File: src/rtl/ovl_pkg.sv
package ovl_pkg;
    parameter int CW   = 8;
    parameter int NCH  = 3;
    parameter int PIXW = CW * NCH;
    parameter int AW   = 6;
    parameter int ATW  = 2;
    parameter int NPL  = 4;
    parameter int PCW  = 2;
    parameter int IDXW = $clog2(NPL);
    parameter int SW   = CW + AW;
    parameter logic [AW-1:0] WMAX  = {AW{1'b1}};
    parameter logic [AW:0]   WFULL = (AW+1)'(1 << AW);

    typedef struct packed {
        logic [PIXW-1:0] rgb;
        logic            opq;
        logic [AW-1:0]   wt;
        logic [ATW-1:0]  attr;
    } layer_t;

    typedef struct packed {
        logic            vld;
        logic [PIXW-1:0] acc;
        logic [ATW-1:0]  attr;
    } stage_t;

    function automatic logic [CW-1:0] mix_ch(input logic [CW-1:0] fg,
                                             input logic [CW-1:0] bg,
                                             input logic [AW-1:0] wt);
        logic [SW-1:0] sum;
        if (wt == WMAX) return fg;
        sum = SW'(wt) * SW'(fg) + SW'(WFULL - {1'b0, wt}) * SW'(bg);
        return CW'(sum >> AW);
    endfunction

    function automatic logic [PIXW-1:0] mix_px(input logic [PIXW-1:0] fg,
                                               input logic [PIXW-1:0] bg,
                                               input logic [AW-1:0]   wt);
        logic [PIXW-1:0] r;
        for (int c = 0; c < NCH; c++)
            r[c*CW +: CW] = mix_ch(fg[c*CW +: CW], bg[c*CW +: CW], wt);
        return r;
    endfunction
endpackage

File: src/rtl/ovl_order_map.sv
module ovl_order_map
    import ovl_pkg::*;
(
    input  logic [PCW-1:0]            code,
    output logic [NPL-1:0][IDXW-1:0]  sel
);
    logic [IDXW-1:0] flip;

    // position p (0 = just above backdrop) takes plane p ^ flip
    always_comb begin
        unique case (code)
            2'd0:    flip = IDXW'(0);
            2'd1:    flip = IDXW'(3);
            2'd2:    flip = IDXW'(2);
            default: flip = IDXW'(1);
        endcase
        for (int p = 0; p < NPL; p++)
            sel[p] = IDXW'(p) ^ flip;
    end
endmodule

File: src/rtl/ovl_layer_delay.sv
module ovl_layer_delay
    import ovl_pkg::*;
#(
    parameter int DEPTH = 1
) (
    input  logic   clk,
    input  logic   rst_n,
    input  layer_t d_i,
    output layer_t d_o
);
    layer_t [DEPTH-1:0] pipe_d, pipe_q;

    always_comb begin
        pipe_d[0] = d_i;
        for (int k = 1; k < DEPTH; k++)
            pipe_d[k] = pipe_q[k-1];
    end

    always_ff @(posedge clk) begin
        if (!rst_n) pipe_q <= '0;
        else        pipe_q <= pipe_d;
    end

    assign d_o = pipe_q[DEPTH-1];
endmodule

File: src/rtl/ovl_blend_stage.sv
module ovl_blend_stage
    import ovl_pkg::*;
(
    input  logic   clk,
    input  logic   rst_n,
    input  stage_t st_i,
    input  layer_t lyr_i,
    output stage_t st_o
);
    stage_t st_d, st_q;

    always_comb begin
        st_d = st_i;
        if (lyr_i.opq) begin
            st_d.acc  = mix_px(lyr_i.rgb, st_i.acc, lyr_i.wt);
            st_d.attr = lyr_i.attr;
        end
    end

    always_ff @(posedge clk) begin
        if (!rst_n) st_q <= '0;
        else        st_q <= st_d;
    end

    assign st_o = st_q;
endmodule

File: src/rtl/ovl_compositor.sv
module ovl_compositor
    import ovl_pkg::*;
(
    input  logic                  clk,
    input  logic                  rst_n,
    input  logic                  in_valid,
    input  logic [PCW-1:0]        prio_code,
    input  logic [PIXW-1:0]       bd_rgb,
    input  logic [NPL*PIXW-1:0]   pl_rgb,
    input  logic [NPL-1:0]        pl_opaque,
    input  logic [NPL*AW-1:0]     pl_alpha,
    input  logic [NPL*ATW-1:0]    pl_attr,
    output logic                  out_valid,
    output logic [PIXW-1:0]       out_rgb,
    output logic [ATW-1:0]        out_attr
);
    logic [NPL-1:0][IDXW-1:0] sel;
    layer_t [NPL-1:0]         lyr_in;
    layer_t [NPL-1:0]         lyr_al;
    stage_t                   st [NPL+1];

    ovl_order_map u_map (.code(prio_code), .sel(sel));

    always_comb begin
        for (int p = 0; p < NPL; p++) begin
            lyr_in[p].rgb  = pl_rgb[sel[p]*PIXW +: PIXW];
            lyr_in[p].opq  = pl_opaque[sel[p]];
            lyr_in[p].wt   = pl_alpha[sel[p]*AW +: AW];
            lyr_in[p].attr = pl_attr[sel[p]*ATW +: ATW];
        end
        st[0].vld  = in_valid;
        st[0].acc  = bd_rgb;
        st[0].attr = '0;
    end

    for (genvar p = 0; p < NPL; p++) begin : g_pos
        if (p == 0) begin : g_direct
            assign lyr_al[p] = lyr_in[p];
        end else begin : g_delay
            ovl_layer_delay #(.DEPTH(p)) u_dly (
                .clk(clk), .rst_n(rst_n), .d_i(lyr_in[p]), .d_o(lyr_al[p])
            );
        end
        ovl_blend_stage u_stage (
            .clk(clk), .rst_n(rst_n), .st_i(st[p]), .lyr_i(lyr_al[p]), .st_o(st[p+1])
        );
    end

    assign out_valid = st[NPL].vld;
    assign out_rgb   = st[NPL].acc;
    assign out_attr  = st[NPL].attr;
endmodule

File: config.mk
export PLATFORM = sky130hd
export DESIGN_NAME = ovl_compositor
export DESIGN_NICKNAME = d
export VERILOG_FILES = /design/src/rtl/ovl_pkg.sv /design/src/rtl/ovl_order_map.sv /design/src/rtl/ovl_layer_delay.sv /design/src/rtl/ovl_blend_stage.sv /design/src/rtl/ovl_compositor.sv
export SDC_FILE = /design/constraint.sdc
export NUM_CORES = 2
export LEC_CHECK = 0
export BUFFER_PORTS_ARGS = -buffer_cell sky130_fd_sc_hd__buf_2
export CAP_MARGIN = 30
export CORE_ASPECT_RATIO = 0.9
export CORE_UTILIZATION = 58
export DETAILED_ROUTE_END_ITERATION = 6
export PLACE_DENSITY = 0.85
export RECOVER_POWER = 100
export SETUP_SLACK_MARGIN = 0.05
export SLEW_MARGIN = 20
export SYNTH_ARGS = -nofsm -noshare
export SYNTH_HDL_FRONTEND = slang
export SYNTH_HIERARCHICAL = 1
export SYNTH_SLANG_ARGS = --single-unit
File: constraint.sdc
create_clock -name clk -period 8.2 [get_ports clk]
set_clock_uncertainty 0.15 [all_clocks]
set_input_delay 0.41 -clock clk [delete_from_list [all_inputs] [get_ports clk]]
set_output_delay 0.41 -clock clk [all_outputs]
set_load 0.05 [all_outputs]
==> flow_summary.rst <==
.. list-table::
   :header-rows: 1

   * - Metric
     - Value
   * - Status
     - finished with violations
   * - Violated checks
     - design-rule violations, max-capacitance violations, max-slew violations
   * - Ratio of total power to cell area
     - 373 mW/mm^2
   * - Post-cts repair resize count
     - 0
   * - Ratio of final minimum period to clock period
     - 96.3%
   * - Ratio of cells with drive above 1 in the final layout
     - between 8 and 9%
   * - Total negative setup slack
     - 0 ns
   * - Endpoint type of the worst setup path
     - flip-flop
   * - Leading cell type in the layout, fill and taps excluded
     - sky130_fd_sc_hd__inv_1
   * - # rows
     - 104
   * - Max H-tree Level
     - 2
   * - Data required time at the worst endpoint
     - between 8 and 9 ns
   * - Worst-case clock buffer depth
     - 3
   * - Post-Place Cells
     - 6,806
   * - Maximum capacitance violations
     - 6
   * - Maximum number of pins on one net before global-route repair
     - around 110
   * - Netlist area before placement
     - 0.0532 sq mm
   * - Initial antenna violation count
     - 16
   * - R2r setup slk
     - between 0.3 and 0.4 ns
   * - Source-to-sink clock delay at the later pin of the worst-skew pair
     - 0.60 ns
   * - Unrepaired setup endpoints after global routing
     - false
   * - Class of the most critical setup path
     - reg2reg
   * - Starting density of the core
     - 59.0%
   * - Primary flip-flop cell chosen by synthesis mapping
     - sky130_fd_sc_hd__dfxtp_1
   * - Clk pin slew, worst setup/hold paths
     - 0.07 ns
   * - Boundary pin count
     - approximately 190
   * - Number of cells produced by synthesis
     - 5,561
   * - 1st-iter DRT viols
     - between 3,000 and 4,000
   * - Area of the multi-input gates
     - approximately 0.042 sq mm
   * - Part of the Yosys area used for sequential elements
     - 11.5%
   * - Launching instance or port of the critical path
     - g_pos[2].g_delay.u_dly/d_o[4]
   * - Critical path launch point type
     - flip-flop
   * - Post-detailed-route wirelength per cell
     - ~22 um
   * - Path type of the worst min-delay path
     - in2reg
   * - Total core area
     - 0.0900 sq mm
   * - Via count of the first global-routing pass
     - 43,600
   * - GR met3 Demand/Resource
     - 10.2%
   * - NumNets Final
     - ~7,300
   * - Average instance area after synthesis
     - 9.56 sq um
   * - Met1 layer usage reported by global route
     - 43.5%
   * - Final routed wirelength across all metal layers
     - 149,000 um
   * - Pre-CTS setup slack
     - -0.0350 ns
   * - Number of nets still failing antenna checks after routing
     - 0
   * - Final Util
     - 62.5%
   * - Synth unique cells
     - 91
   * - Routed via count divided by cell count
     - 5.97
   * - Post-synthesis to final-layout area growth
     - 5.89%
   * - CTS tree
     - yes
   * - Maximum fanout count along the critical path
     - 24
   * - First-pass GRT wire length
     - 238,000 um
   * - Total Power Consumption
     - 21.0 mW
   * - GRT Overall Usage
     - 33.2%
   * - Post-route cell area
     - approximately 0.056 sq mm
   * - Yosys reg bits
     - 306
   * - Number of cells on the worst reg-to-reg path
     - 22
   * - GR Layer Usage met2
     - 50.4%
   * - Worst Setup Slack, final
     - 0.307 ns
   * - Number of buffers created by CTS
     - 37
   * - Placed Area
     - ~0.055 sq mm
   * - Pins Over Slew Limit
     - between 300 and 400
   * - Critical path endpoint
     - g_pos[2].u_stage/st_o[23]
   * - Sink count of the clock tree
     - about 310
   * - Number of remaining DRC errors
     - 1
   * - Worst hold slack
     - 0.0605 ns
   * - Fillers
     - 7,095
   * - Total of warnings raised by yosys
     - 6
   * - PortBufs
     - between 150 and 200
   * - Via count of the routed design
     - 41,100
   * - Share of flip-flops with an asynchronous set or reset after synthesis
     - 0%
   * - Die area
     - ~0.093 sq mm
   * - Maximum clock frequency
     - 127 MHz
   * - Arrival time at the worst endpoint
     - between 8 and 9 ns
   * - Aggregate global routing overflow
     - 0
   * - HPWL after detailed placement
     - 117,000 um
   * - Max-slew headroom
     - -132%
   * - Tmin final
     - 7.89 ns
   * - Most frequent cells in the layout
     - sky130_fd_sc_hd__inv_1 (981), sky130_fd_sc_hd__fa_1 (860), sky130_fd_sc_hd__and2_1 (743)
   * - Clock root cell
     - sky130_fd_sc_hd__clkbuf_16
   * - Number of setup buffers added after CTS
     - 0
   * - Worst reg2reg startpoint
     - g_pos[2].g_delay.u_dly/d_o[4]
   * - Slew @ Worst Pin
     - 3.48 ns
   * - Worst-case vdd ir drop
     - roughly 0.52 mV
   * - Reported leakage power
     - 28.5 nW
   * - Reg-to-reg critical path endpoint
     - g_pos[2].u_stage/st_o[23]
   * - Busiest layer in global routing
     - met2
   * - Number of standard cells in the final layout excluding fillers
     - 6,881
   * - Number of enable flip-flop cells after synthesis
     - 0
   * - Register area
     - 0.00613 sq mm
   * - Die W
     - 321 um
   * - Total of endpoints with negative setup slack in the final report
     - 0
   * - Vert. Die Dim
     - around 290 um
   * - Weighted congestion reported at the end of routability-driven placement
     - between 1 and 1.5
   * - Final Hold Viols
     - 0
   * - First-pass iteration count of the detailed router
     - 7
-- final cells by class --
class                   count  area share (%)
well taps                1219            2.71
flip-flops and latches    306            10.9
clock inverters            27           0.640
clock buffers              41            1.73
diodes                      4          0.0178
inverters                 982            6.55
multi-input cells        4035            74.8
repair buffers            267            2.69
-- worst max-delay path, stage by stage, from the launching register on --
cell and delay, ns:
sky130_fd_sc_hd__dfxtp_1 0.76, sky130_fd_sc_hd__clkbuf_1 0.82, sky130_fd_sc_hd__nor3_1 0.17, sky130_fd_sc_hd__xnor2_1 0.19
sky130_fd_sc_hd__buf_4 0.34, sky130_fd_sc_hd__nand2_1 0.12, sky130_fd_sc_hd__fa_1 0.43, sky130_fd_sc_hd__fa_1 0.47
sky130_fd_sc_hd__fa_1 0.56, sky130_fd_sc_hd__inv_1 0.05, sky130_fd_sc_hd__fa_1 0.47, sky130_fd_sc_hd__fa_1 0.50
sky130_fd_sc_hd__inv_1 0.05, sky130_fd_sc_hd__fa_1 0.47, sky130_fd_sc_hd__inv_1 0.05, sky130_fd_sc_hd__ha_1 0.20
sky130_fd_sc_hd__or4_4 0.48, sky130_fd_sc_hd__a211oi_1 0.44, sky130_fd_sc_hd__o31ai_1 0.23, sky130_fd_sc_hd__and2_0 0.25
sky130_fd_sc_hd__o31ai_2 0.23, sky130_fd_sc_hd__nand2_1 0.09, sky130_fd_sc_hd__a31oi_1 0.26
-- layer usage --
metal / up-vias / routed length, um
met4: 10 / 7730
met5: - / 70
li1: 17600 / -
met2: 2535 / 64800
met1: 20300 / 56700
met3: 524 / 19600
-- how the worst min path moves through the flow --
| stage | start | end | slack (ns) | cells past startpoint |
|---|---|---|---|---|
| final | bd_rgb[8] | g_pos[0].u_stage/st_o[10] | 0.06 | 3 |
| after global routing | bd_rgb[8] | g_pos[0].u_stage/st_o[10] | 0.06 | 3 |
| after CTS | bd_rgb[8] | g_pos[0].u_stage/st_o[10] | 0.03 | 3 |
| after detailed placement | g_pos[2].g_delay.u_dly/pipe_d[59] | g_pos[2].g_delay.u_dly/d_o[26] | 0.27 | 1 |
| after global placement | g_pos[3].g_delay.u_dly/pipe_d[92] | g_pos[3].g_delay.u_dly/d_o[26] | 0.26 | 1 |
| after floorplan | g_pos[0].u_stage/st_o[26] | g_pos[1].u_stage/st_o[26] | 0.26 | 1 |
-- synth_stat cells, drive strengths merged (13+ instances only) --
| library cell | count | area, sq um |
|---|---|---|
| a21o | 27 | 203 |
| a21oi | 114 | 582 |
| a31oi | 37 | 238 |
| and2 | 898 | 5660 |
| buf | 73 | 617 |
| clkbuf | 166 | 627 |
| dfxtp | 306 | 6130 |
| fa | 860 | 17200 |
| ha | 630 | 7880 |
| inv | 982 | 3690 |
| mux2i | 19 | 190 |
| mux4 | 132 | 3020 |
| nand2 | 633 | 2380 |
| nand3 | 52 | 260 |
| nand4 | 14 | 87.6 |
| nor2 | 75 | 284 |
| nor2b | 29 | 181 |
| nor3 | 23 | 120 |
| o211a | 14 | 140 |
| o211ai | 30 | 225 |
| o21a | 15 | 113 |
| o21ai | 100 | 508 |
| o221ai | 16 | 140 |
| o31ai | 13 | 121 |
| or3 | 13 | 81.3 |
| xnor2 | 105 | 935 |
| xor2 | 31 | 272 |
-- registers in the layout (all words and copies together), names as in the netlist --
register and count:
g_pos.g_delay.u_dly/pipe_d 99, g_pos.g_delay.u_dly/d_o 99, g_pos.u_stage/st_o 108
-- power breakdown --
part           internal (mW)  total, mW  switching (mW)
registers               1.73       2.23           0.498
logic                   7.31       16.9            9.60
clock network           1.05       1.84           0.792
total                   10.1       21.0            10.9
-- cell families after synthesis --
family	Yosys count	share of synthesized area [%]
xor gates and xnor gates	136	2.27
other	1	0.00705
and+or+nand+nor	1810	18.1
muxes	155	6.13
DFF	306	11.5
AOI/OAI and AO/OA	442	5.53
buffers and inverters	1221	9.27
adders and majority gates	1490	47.2
-- timing repair --
item | CTS | global route
endpoints found under the hold margin | 1 | 0
endpoints found under the setup margin | 0 | 0
hold buffers | 1 | 0
Note: power is estimated with default switching activity, not from simulation.
